==> src/rtl/scan_seq_pkg.sv <==
package scan_seq_pkg;
    // Sequencer phases: idle after reset, converting, results ready for readout
    typedef enum logic [1:0] {
        ST_IDLE  = 2'd0,
        ST_CONV  = 2'd1,
        ST_READY = 2'd2
    } seq_state_t;
endpackage

==> src/rtl/scan_ctrl.sv <==
// scan_ctrl: owns the scan phase, the write pointer into the result buffer,
// the end-of-conversion flag and the conversion-clock enable.
// Assumes conv_done is a one-cycle pulse and is only meaningful while
// conv_req is high; pulses at other times are dropped.
module scan_ctrl
    import scan_seq_pkg::*;
#(
    parameter int DEPTH = 8,
    parameter int PTR_W = $clog2(DEPTH)
) (
    input  logic             clk,
    input  logic             rst_n,
    input  logic             cfg_wr,
    input  logic [1:0]       cfg_scan,
    input  logic             conv_done,
    output seq_state_t       state,
    output logic [PTR_W-1:0] wr_ptr,
    output logic [PTR_W-1:0] last_idx,
    output logic             wr_en,
    output logic             eoc,
    output logic             osc_en
);

    // Map the 2-bit scan field to the index of the final channel (1,2,4,8 channels)
    function automatic logic [PTR_W-1:0] field_to_last(input logic [1:0] f);
        int n;
        n = 1 << f;
        if (n > DEPTH) n = DEPTH;
        return PTR_W'(n - 1);
    endfunction

    // A result is stored on every done pulse seen while converting
    assign wr_en = (state == ST_CONV) && conv_done;

    // Phase sequencing, pointer stepping and flag updates
    always_ff @(posedge clk) begin
        if (!rst_n) begin
            state    <= ST_IDLE;
            wr_ptr   <= '0;
            last_idx <= '0;
            eoc      <= 1'b1;
            osc_en   <= 1'b0;
        end else begin
            case (state)
                ST_IDLE, ST_READY: begin
                    if (cfg_wr) begin
                        state    <= ST_CONV;
                        wr_ptr   <= '0;
                        last_idx <= field_to_last(cfg_scan);
                        eoc      <= 1'b1;
                        osc_en   <= 1'b1;
                    end
                end
                ST_CONV: begin
                    if (conv_done) begin
                        if (wr_ptr == last_idx) begin
                            state  <= ST_READY;
                            eoc    <= 1'b0;
                            osc_en <= 1'b0;
                        end else begin
                            wr_ptr <= wr_ptr + 1'b1;
                        end
                    end
                end
                default: state <= ST_IDLE;
            endcase
        end
    end

    AST_WPTR_IN_SCAN: assert property (@(posedge clk) disable iff (!rst_n)
        (state == ST_CONV) |-> (wr_ptr <= last_idx));
    AST_EOC_FALL_STOPS_OSC: assert property (@(posedge clk) disable iff (!rst_n)
        $fell(eoc) |-> (!osc_en && state == ST_READY));
    AST_EOC_RISE_NEEDS_CFG: assert property (@(posedge clk) disable iff (!rst_n)
        $rose(eoc) |-> $past(cfg_wr));
    AST_CONV_KEEPS_EOC: assert property (@(posedge clk) disable iff (!rst_n)
        (state == ST_CONV) |-> (eoc && osc_en));

endmodule

==> src/rtl/result_buffer.sv <==
// result_buffer: one register per scan slot, written at the slot chosen by
// the write pointer, read one bit at a time through a pointer and bit select.
// Assumes DEPTH is a power of two matching the pointer width.
module result_buffer #(
    parameter int DATA_W = 16,
    parameter int DEPTH  = 8,
    parameter int PTR_W  = $clog2(DEPTH),
    parameter int BIT_W  = $clog2(DATA_W)
) (
    input  logic              clk,
    input  logic              rst_n,
    input  logic              wr_en,
    input  logic [PTR_W-1:0]  wr_ptr,
    input  logic [DATA_W-1:0] wr_data,
    input  logic [PTR_W-1:0]  rd_ptr,
    input  logic [BIT_W-1:0]  bit_pos,
    output logic              rd_bit
);

    logic [DATA_W-1:0] slot [DEPTH];

    for (genvar i = 0; i < DEPTH; i++) begin : g_slot
        // Each slot captures the core's result when addressed, clears on reset
        always_ff @(posedge clk) begin
            if (!rst_n) begin
                slot[i] <= '0;
            end else if (wr_en && (wr_ptr == PTR_W'(i))) begin
                slot[i] <= wr_data;
            end
        end
    end

    // Bit-select read of the addressed slot
    assign rd_bit = slot[rd_ptr][bit_pos];

endmodule

==> src/rtl/serial_shifter.sv <==
// serial_shifter: detects falling edges of the external serial clock and
// walks a bit position and read pointer over the stored results, MSB first.
// Assumes sclk is already synchronous to clk. Holds at the first bit of the
// first slot whenever readout is not enabled.
module serial_shifter #(
    parameter int DATA_W = 16,
    parameter int DEPTH  = 8,
    parameter int PTR_W  = $clog2(DEPTH),
    parameter int BIT_W  = $clog2(DATA_W)
) (
    input  logic             clk,
    input  logic             rst_n,
    input  logic             shift_en,
    input  logic             sclk,
    input  logic [PTR_W-1:0] last_idx,
    output logic [PTR_W-1:0] rd_ptr,
    output logic [BIT_W-1:0] bit_pos,
    output logic             drained
);

    localparam logic [BIT_W-1:0] MSB_POS = BIT_W'(DATA_W - 1);

    logic sclk_q;
    logic sclk_fall;

    // Previous serial clock level for edge detection
    always_ff @(posedge clk) begin
        if (!rst_n) sclk_q <= 1'b0;
        else        sclk_q <= sclk;
    end

    assign sclk_fall = sclk_q && !sclk;

    // Bit and slot stepping on each serial clock fall during readout
    always_ff @(posedge clk) begin
        if (!rst_n || !shift_en) begin
            rd_ptr  <= '0;
            bit_pos <= MSB_POS;
            drained <= 1'b0;
        end else if (sclk_fall && !drained) begin
            if (bit_pos == '0) begin
                bit_pos <= MSB_POS;
                if (rd_ptr == last_idx) drained <= 1'b1;
                else                    rd_ptr  <= rd_ptr + 1'b1;
            end else begin
                bit_pos <= bit_pos - 1'b1;
            end
        end
    end

    AST_HOLD_WITHOUT_FALL: assert property (@(posedge clk) disable iff (!rst_n)
        (shift_en && !sclk_fall) |=> (!shift_en || ($stable(bit_pos) && $stable(rd_ptr))));
    AST_DRAIN_AT_LAST: assert property (@(posedge clk) disable iff (!rst_n)
        $rose(drained) |-> (rd_ptr == last_idx && bit_pos == MSB_POS));

endmodule

==> src/rtl/scan_result_sequencer.sv <==
// scan_result_sequencer: top of the scan back end. Requests conversions in
// channel order, buffers every result, drops eoc after the last one and then
// serialises the results MSB first on sclk falling edges.
// Assumes a stubbed core with a request/done/data handshake and an sclk level
// synchronous to clk.
module scan_result_sequencer
    import scan_seq_pkg::*;
#(
    parameter int DATA_W = 16,
    parameter int DEPTH  = 8,
    parameter int PTR_W  = $clog2(DEPTH),
    parameter int BIT_W  = $clog2(DATA_W)
) (
    input  logic              clk,
    input  logic              rst_n,
    input  logic              cfg_wr,
    input  logic [1:0]        cfg_scan,
    output logic              conv_req,
    output logic [PTR_W-1:0]  conv_chan,
    input  logic              conv_done,
    input  logic [DATA_W-1:0] conv_data,
    output logic              osc_en,
    output logic              eoc,
    input  logic              sclk,
    output logic              dout
);

    seq_state_t       state;
    logic [PTR_W-1:0] wr_ptr;
    logic [PTR_W-1:0] last_idx;
    logic             wr_en;
    logic [PTR_W-1:0] rd_ptr;
    logic [BIT_W-1:0] bit_pos;
    logic             drained;
    logic             rd_bit;
    logic             shift_en;

    scan_ctrl #(.DEPTH(DEPTH), .PTR_W(PTR_W)) u_ctrl (
        .clk      (clk),
        .rst_n    (rst_n),
        .cfg_wr   (cfg_wr),
        .cfg_scan (cfg_scan),
        .conv_done(conv_done),
        .state    (state),
        .wr_ptr   (wr_ptr),
        .last_idx (last_idx),
        .wr_en    (wr_en),
        .eoc      (eoc),
        .osc_en   (osc_en)
    );

    result_buffer #(.DATA_W(DATA_W), .DEPTH(DEPTH), .PTR_W(PTR_W), .BIT_W(BIT_W)) u_buf (
        .clk    (clk),
        .rst_n  (rst_n),
        .wr_en  (wr_en),
        .wr_ptr (wr_ptr),
        .wr_data(conv_data),
        .rd_ptr (rd_ptr),
        .bit_pos(bit_pos),
        .rd_bit (rd_bit)
    );

    serial_shifter #(.DATA_W(DATA_W), .DEPTH(DEPTH), .PTR_W(PTR_W), .BIT_W(BIT_W)) u_shift (
        .clk     (clk),
        .rst_n   (rst_n),
        .shift_en(shift_en),
        .sclk    (sclk),
        .last_idx(last_idx),
        .rd_ptr  (rd_ptr),
        .bit_pos (bit_pos),
        .drained (drained)
    );

    // Readout runs only once the scan has finished
    assign shift_en  = (state == ST_READY);
    assign conv_req  = (state == ST_CONV);
    assign conv_chan = wr_ptr;
    // Serial line carries buffered bits until drained, zero otherwise
    assign dout      = shift_en && !drained && rd_bit;

    AST_DOUT_QUIET_IN_SCAN: assert property (@(posedge clk) disable iff (!rst_n)
        eoc |-> !dout);
    AST_REQ_ONLY_WITH_EOC: assert property (@(posedge clk) disable iff (!rst_n)
        conv_req |-> eoc);

endmodule

==> config.mk <==
export PLATFORM = sky130hd
export DESIGN_NAME = scan_result_sequencer
export DESIGN_NICKNAME = d
export VERILOG_FILES = /design/src/rtl/scan_seq_pkg.sv /design/src/rtl/scan_ctrl.sv /design/src/rtl/result_buffer.sv /design/src/rtl/serial_shifter.sv /design/src/rtl/scan_result_sequencer.sv
export SDC_FILE = /design/constraint.sdc
export NUM_CORES = 1
export LEC_CHECK = 0
export ABC_CLOCK_PERIOD_IN_PS = 2350
export BUFFER_PORTS_ARGS = -buffer_cell sky130_fd_sc_hd__buf_2
export CAP_MARGIN = 40
export CORE_MARGIN = 8
export CORE_UTILIZATION = 50
export DETAILED_ROUTE_END_ITERATION = 8
export PLACE_DENSITY = 0.72
export REMOVE_ABC_BUFFERS = 1
export SYNTH_ARGS = -nofsm -noshare
export SYNTH_HDL_FRONTEND = slang
export SYNTH_HIERARCHICAL = 1
export SYNTH_SLANG_ARGS = --single-unit
==> constraint.sdc <==
create_clock -name clk -period 2.35 [get_ports clk]
set_clock_uncertainty 0.15 [all_clocks]
set_input_delay 0.235 -clock clk [delete_from_list [all_inputs] [get_ports clk]]
set_output_delay 0.235 -clock clk [all_outputs]
set_load 0.005 [all_outputs]
* Word level (Yosys, flattened, before mapping) *
Memories as Yosys holds them, arrays and structs flattened. A register that Yosys moved wholly into a read port is not among the register bits.
Cells that the tools add are included.

word-level totals
  register bits = 19
  memory bits (writable) = 128
  bits of input ports = 23
  output and inout port bits = 7
  logic and storage cells = 124
  memories kept = 1

operators by class
  add/subtract/negate cells = 4
  order comparisons = 2
  eq/ne operators = 15
  shift operators = 1
  mux-type cells = 54
  bitwise logic cells = 9
  reductions and logical operators = 29

memories
  name        words  bits a word  read ports  clocked after Yosys merged registers in  write ports  RTL line             text
  u_buf.slot  8      16           1           1                                        8            result_buffer.sv:20  logic [DATA_W-1:0] slot [DEPTH];

operator list
  kind                    count
  $mux W16                8
  $gt A32 B5 Y1 const B   1
  $shl A1 B2 Y32 const A  1
  $mux W1                 29
  $mux W3                 9
  $logic_and A1 B1 Y1     13
  $eq A3 B3 Y1 const B    4
  $reduce_and A3 Y1       3
  $or A1 B1 Y1            8
  $reduce_and A4 Y1       2
  $add A3 B1 Y3 const B   2
  $eq A3 B2 Y1 const B    2
  $eq A3 B3 Y1            2
  $mux W2                 3
  $pmux W3 S2             1
  $lt A4 B5 Y1 const B    1
  $bmux W1 S4             1
  $logic_not A1 Y1        4
  $logic_not A4 Y1        1
  $mux W4                 1
  $ne A2 B1 Y1 const B    2
  $ne A2 B2 Y1 const B    2
  $pmux W2 S2             1
  $sub A4 B1 Y4 const B   1
  other kinds (12)        12

* Longest topological paths before layout *
  word-level depth = 7
  gate-level depth with buffers = 9
  gate-level depth less buffers = 6

* Hierarchy *
Netlist, hierarchy kept.

by module, submodules not included
  module                 times used  cells each  area an instance (sq um)  sequential area each (sq um)
  result_buffer          1           374         5908.2                    3843.7
  scan_ctrl              1           53          481.7                     200.2
  serial_shifter         1           49          429.2                     180.2
  scan_result_sequencer  1           3           26.3                      0.0

* Worst setup path after synthesis *
No wires, ideal clock.

  path type = register to register
  from = register u_ctrl.state[1]
  to = memory u_buf.slot[4][0] (enable)
  data arrival time = 2023 ps
  slack = -237 ps
  stages on the path, launching flop included = 5
  path buffers = 0
  cell sequence = dfxtp_1 > nand3b_1 > inv_1 > nand2_1 > o31ai_1

RTL lines
  item                    RTL line             text
  from (decl)             scan_ctrl.sv:16      output seq_state_t state,
  from (signal assigned)  scan_ctrl.sv:38      state <= ST_IDLE;
  from (signal assigned)  scan_ctrl.sv:47      state <= ST_CONV;
  from (signal assigned)  scan_ctrl.sv:57      state <= ST_READY;
  to (decl)               result_buffer.sv:20

==> flow_summary.ini <==
[run_status]
status = finished with violations
violations = setup timing

[global_route]
busiest_layer = met2
grt_use_met1 = 0.243
grt_util_met2 = 0.322
maximum_number_of_pins_on_one_net_before_global_route_repair = 27
grt_util_met3 = 0.0526
grt_remaining_overflow = 0
global_route.usage.total = 0.195
first_global_vias = 4529
first_pass_grt_wire_length_mm = 25.8
antenna_found_initial = 0

[synthesis]
synth_fa_ha_area_frac = 0.00548
synthMuxAreaShare = 0.128
yosys.area.top_type_share = 0.562
synth_compound_gate_area_share = 0.0292
top_flip_flop_cell_by_instance_count_after_synthesis = sky130_fd_sc_hd__edfxtp_1
postSynthCellCount = 479
number_of_enable_flip_flop_cells_after_synthesis = 128
synthTopCellsByArea = sky130_fd_sc_hd__edfxtp_1 56%, sky130_fd_sc_hd__and2_1 12%, sky130_fd_sc_hd__mux4_2 9.5%
yosys.area_share.simple = 0.187
synth_top_family_by_area = simple AND/OR/NAND/NOR gates
yosys_warnings = 6
synth.yosys.seq_area_share = 0.617
netlist_area_sq_mm = 0.00685
synth.ff_latch_count = 147
most_area_hungry_cell_type_in_the_yosys_netlist = sky130_fd_sc_hd__edfxtp_1
asyncSetResetFlopFracSynth = 0
post_synth.cell_area_avg_sq_um = 14.3
xor_xnor_share_of_the_synthesized_area = 0.0115
post_synth_num_cell_types = 49

[setup_path]
cp_common_cell = sky130_fd_sc_hd__mux4_2
timing.critical_path.slowest_stage_cell = sky130_fd_sc_hd__mux4_2
setup.reg_to_reg.worst_slack_ns = 0.19
worstSetupStartpointType = register
worst_r2r_startpoint = u_shift/bit_pos[0]$_SDFFE_PP1N_
worst-endpoint-required_ns = 1.97
critical_path_startpoint = u_shift/rd_ptr[1]$_SDFFE_PP0P_
worst-setup-path-type = register to output port
worst-endpoint-arrival_ns = 2.66
r2r_end = u_shift/rd_ptr[0]$_SDFFE_PP0P_
worst-path-max-fanout = 4
reg2reg_depth = 7
timing.critical_path.cells = mux4_2, mux4_2, and3b_1, a31oi_2, nand4_1, and4bb_2, buf_2
worst_path_largest_cell_delay_ns = 0.50
crit_path_end_kind = output port

[final_layout]
flow.area_growth_from_synthesis_pct = 19.3
num_antenna_cells = 0
fraction_of_final_layout_cells_sized_beyond_drive_strength_1 = 0.263
final_util = 0.614
summed_area_of_non_filler_cells_in_the_final_layout_sq_mm = 0.00817
commonest_cells_after_routing_fill_and_taps_aside = 130 x sky130_fd_sc_hd__and2_1, 128 x sky130_fd_sc_hd__edfxtp_1, 41 x sky130_fd_sc_hd__buf_4
fill_cells = 985
layout.nets = 580
mostFrequentLayoutCell = sky130_fd_sc_hd__and2_1

[route]
wl_per_cell_um = 22.0
drtIter0Drc = 303
drtPass1Iterations = 5
routed_wl_mm = 16.4
ant_nets = 0
drt_drc_violations_left = 0
vias = 4246
post_drt_via_cell_ratio = 5.71

[cts]
cts-buffers-inserted = 17
numClockSinks = 147
clock_insertion_delay_at_the_later_pin_of_the_skew_report_ns = 0.42
cts_tree = done
path_clk_slew_ns = 0.06
clk_path_buf_depth = 2
post-cts-setup-buffers = 0
clock-root-buffer = sky130_fd_sc_hd__clkbuf_16
h-tree-depth = 4

[floorplanning]
chipHeight_um = 133
initial_utilization = 0.515
row_count = 42
placeableCoreArea_sq_mm = 0.0133
ioPinCount = 30
die-area_sq_mm = 0.0177
die_w_um = 133

[sta]
max_freq_mhz = 328
count_of_pins_over_their_slew_limit = 0
worstMarginPinSlew_ns = 0.591
setup_repair_after_global_routing_missed_its_margin = yes
final.period_utilization = 1.30
final_period_minus_worst_setup_slack_ns = 3.05
setup_viol = 1
final_critical_path_setup_slack_ns = -0.696
worst_slew_slack_as_a_fraction_of_its_limit = 0.604
finalHoldViolations = 0

[place]
gp_congestion = 0.824
placed_cell_area_sq_mm = 0.00754
pre_cts_ws_ns = -0.351
port_buffers = 29
dp_hpwl_mm = 10.2

[power]
power.combinational.fraction = 0.053
leakage_power_of_the_design_nw = 3.06
switching_share = 0.219
net_sw_power_mw = 1.27
power.sequential.fraction = 0.512
vdd_ir_drop_max_mv = 0.552
share_clk_of_total_power = 0.435
cellPowerDensity_mw_per_mm2 = 706
p_int_mw = 4.50

[hold_path]
hold_path_cells = 2
min-delay-start = conv_data[5]
holdCritPathClass = input pin to register
worst_hold_path.endpoint = u_buf/slot[4][5]$_SDFFCE_PN0P_

[flow_run]
drv.max_cap_violation_count = 0
## routing by layer
| metal | part of all wire | vias to the layer above | wire length [um] |
|---|---|---|---|
| met5 | 0 | - | 0 |
| met4 | 0.019 | 0 | 303 |
| met3 | 0.070 | 31 | 1150 |
| met2 | 0.50 | 155 | 8210 |
| met1 | 0.41 | 2134 | 6720 |
| li1 | - | 1926 | - |
## worst max path at each step
stage / endpoint / slack [ns] / depth (start not counted)
floorplan: dout / -0.66 / 6
global placement: dout / -0.34 / 7
detailed placement: dout / -0.35 / 8
CTS: dout / -0.74 / 7
global route: dout / -0.81 / 7
finish: dout / -0.70 / 7
## worst max-delay path: cells and delay by family, from the launching register on
| kind | cells | cell delay (ns) |
|---|---|---|
| AOI/OAI and AO/OA | 1 | 0.16 |
| and+or+nand+nor | 3 | 0.60 |
| muxes | 2 | 0.97 |
| DFF | 1 | 0.38 |
| buffers and inverters | 1 | 0.12 |
## sequential cells by signal (all words and copies together) (netlist names)
| name | count |
|---|---|
| u_shift/drained | 1 |
| u_shift/sclk_q | 1 |
| u_ctrl/osc_en | 1 |
| u_ctrl/last_idx | 3 |
| u_shift/rd_ptr | 3 |
| u_shift/bit_pos | 4 |
| u_buf/slot | 128 |
| u_ctrl/wr_ptr | 3 |
| u_ctrl/eoc | 1 |
| u_ctrl/state | 2 |
## cell type report
| type | instances | area, sq um | area share |
|---|---|---|---|
| Sequential cell | 147 | 4230 | 0.519 |
| Clock buffer | 20 | 437 | 0.0535 |
| Inverter | 7 | 26.3 | 0.00322 |
| Multi-Input combinational cell | 300 | 2540 | 0.311 |
| Tap cell | 176 | 220 | 0.0270 |
| Timing Repair Buffer | 81 | 606 | 0.0742 |
| Clock inverter | 12 | 106 | 0.0130 |
## power groups by stage
| stage | combinational, mW | clock [mW] | sequential (mW) |
|---|---|---|---|
| 2_1_floorplan | 0.136 | 0 | 3.00 |
| 3_3_place_gp | 0.285 | 0 | 3.00 |
| 3_5_place_dp | 0.292 | 0 | 3.01 |
| 4_1_cts | 0.301 | 2.54 | 2.95 |
| 5_1_grt | 0.326 | 2.66 | 2.96 |
| 6_report | 0.303 | 2.51 | 2.95 |
## Yosys cell counts (4+ instances only)
master and n:
sky130_fd_sc_hd__and2_1 130, sky130_fd_sc_hd__buf_2 9, sky130_fd_sc_hd__clkbuf_1 12, sky130_fd_sc_hd__dfxtp_1 19, sky130_fd_sc_hd__edfxtp_1 128, sky130_fd_sc_hd__inv_1 7
sky130_fd_sc_hd__mux2i_1 12, sky130_fd_sc_hd__mux4_1 4, sky130_fd_sc_hd__mux4_2 29, sky130_fd_sc_hd__nand2_1 15, sky130_fd_sc_hd__nand2b_1 6, sky130_fd_sc_hd__nand3_1 13
sky130_fd_sc_hd__nand3b_1 4, sky130_fd_sc_hd__nor2_1 14, sky130_fd_sc_hd__nor2b_1 6, sky130_fd_sc_hd__nor3_1 4, sky130_fd_sc_hd__nor4_1 5, sky130_fd_sc_hd__o21ai_0 7
sky130_fd_sc_hd__o31ai_1 4, sky130_fd_sc_hd__xnor2_1 6
## repair_timing
action | CTS | global route
cloned | 0 | 0
endpoints found under the hold margin | 5 | 0
gates resized for setup | 6 | 6
hold buffers | 5 | 0
pin swaps | 3 | 3
setup endpoints to repair | 1 | 3
## kinds of logic (layout without fill, tap and decap cells)
logic type | after synthesis | in the layout
mux | 45 | 45
simple gates | 214 | 214
compound gates | 29 | 29
fa+ha+maj | 3 | 3
xor+xnor | 9 | 9
buf+inv | 32 | 120
flops | 147 | 147
## through the flow
step	setup TNS, ns	hold slack (ns)	total power, mW	instances
6_report	-0.696	0.0129	5.77	743
5_1_grt	-0.813	0.0204	5.94	743
4_1_cts	-0.739	0.000961	5.80	743
3_5_place_dp	-0.351	0.291	3.30	706
3_3_place_gp	-0.336	0.287	3.29	705
2_1_floorplan	-23.16	0.174	3.14	454
(Power assumes the default switching activity.)
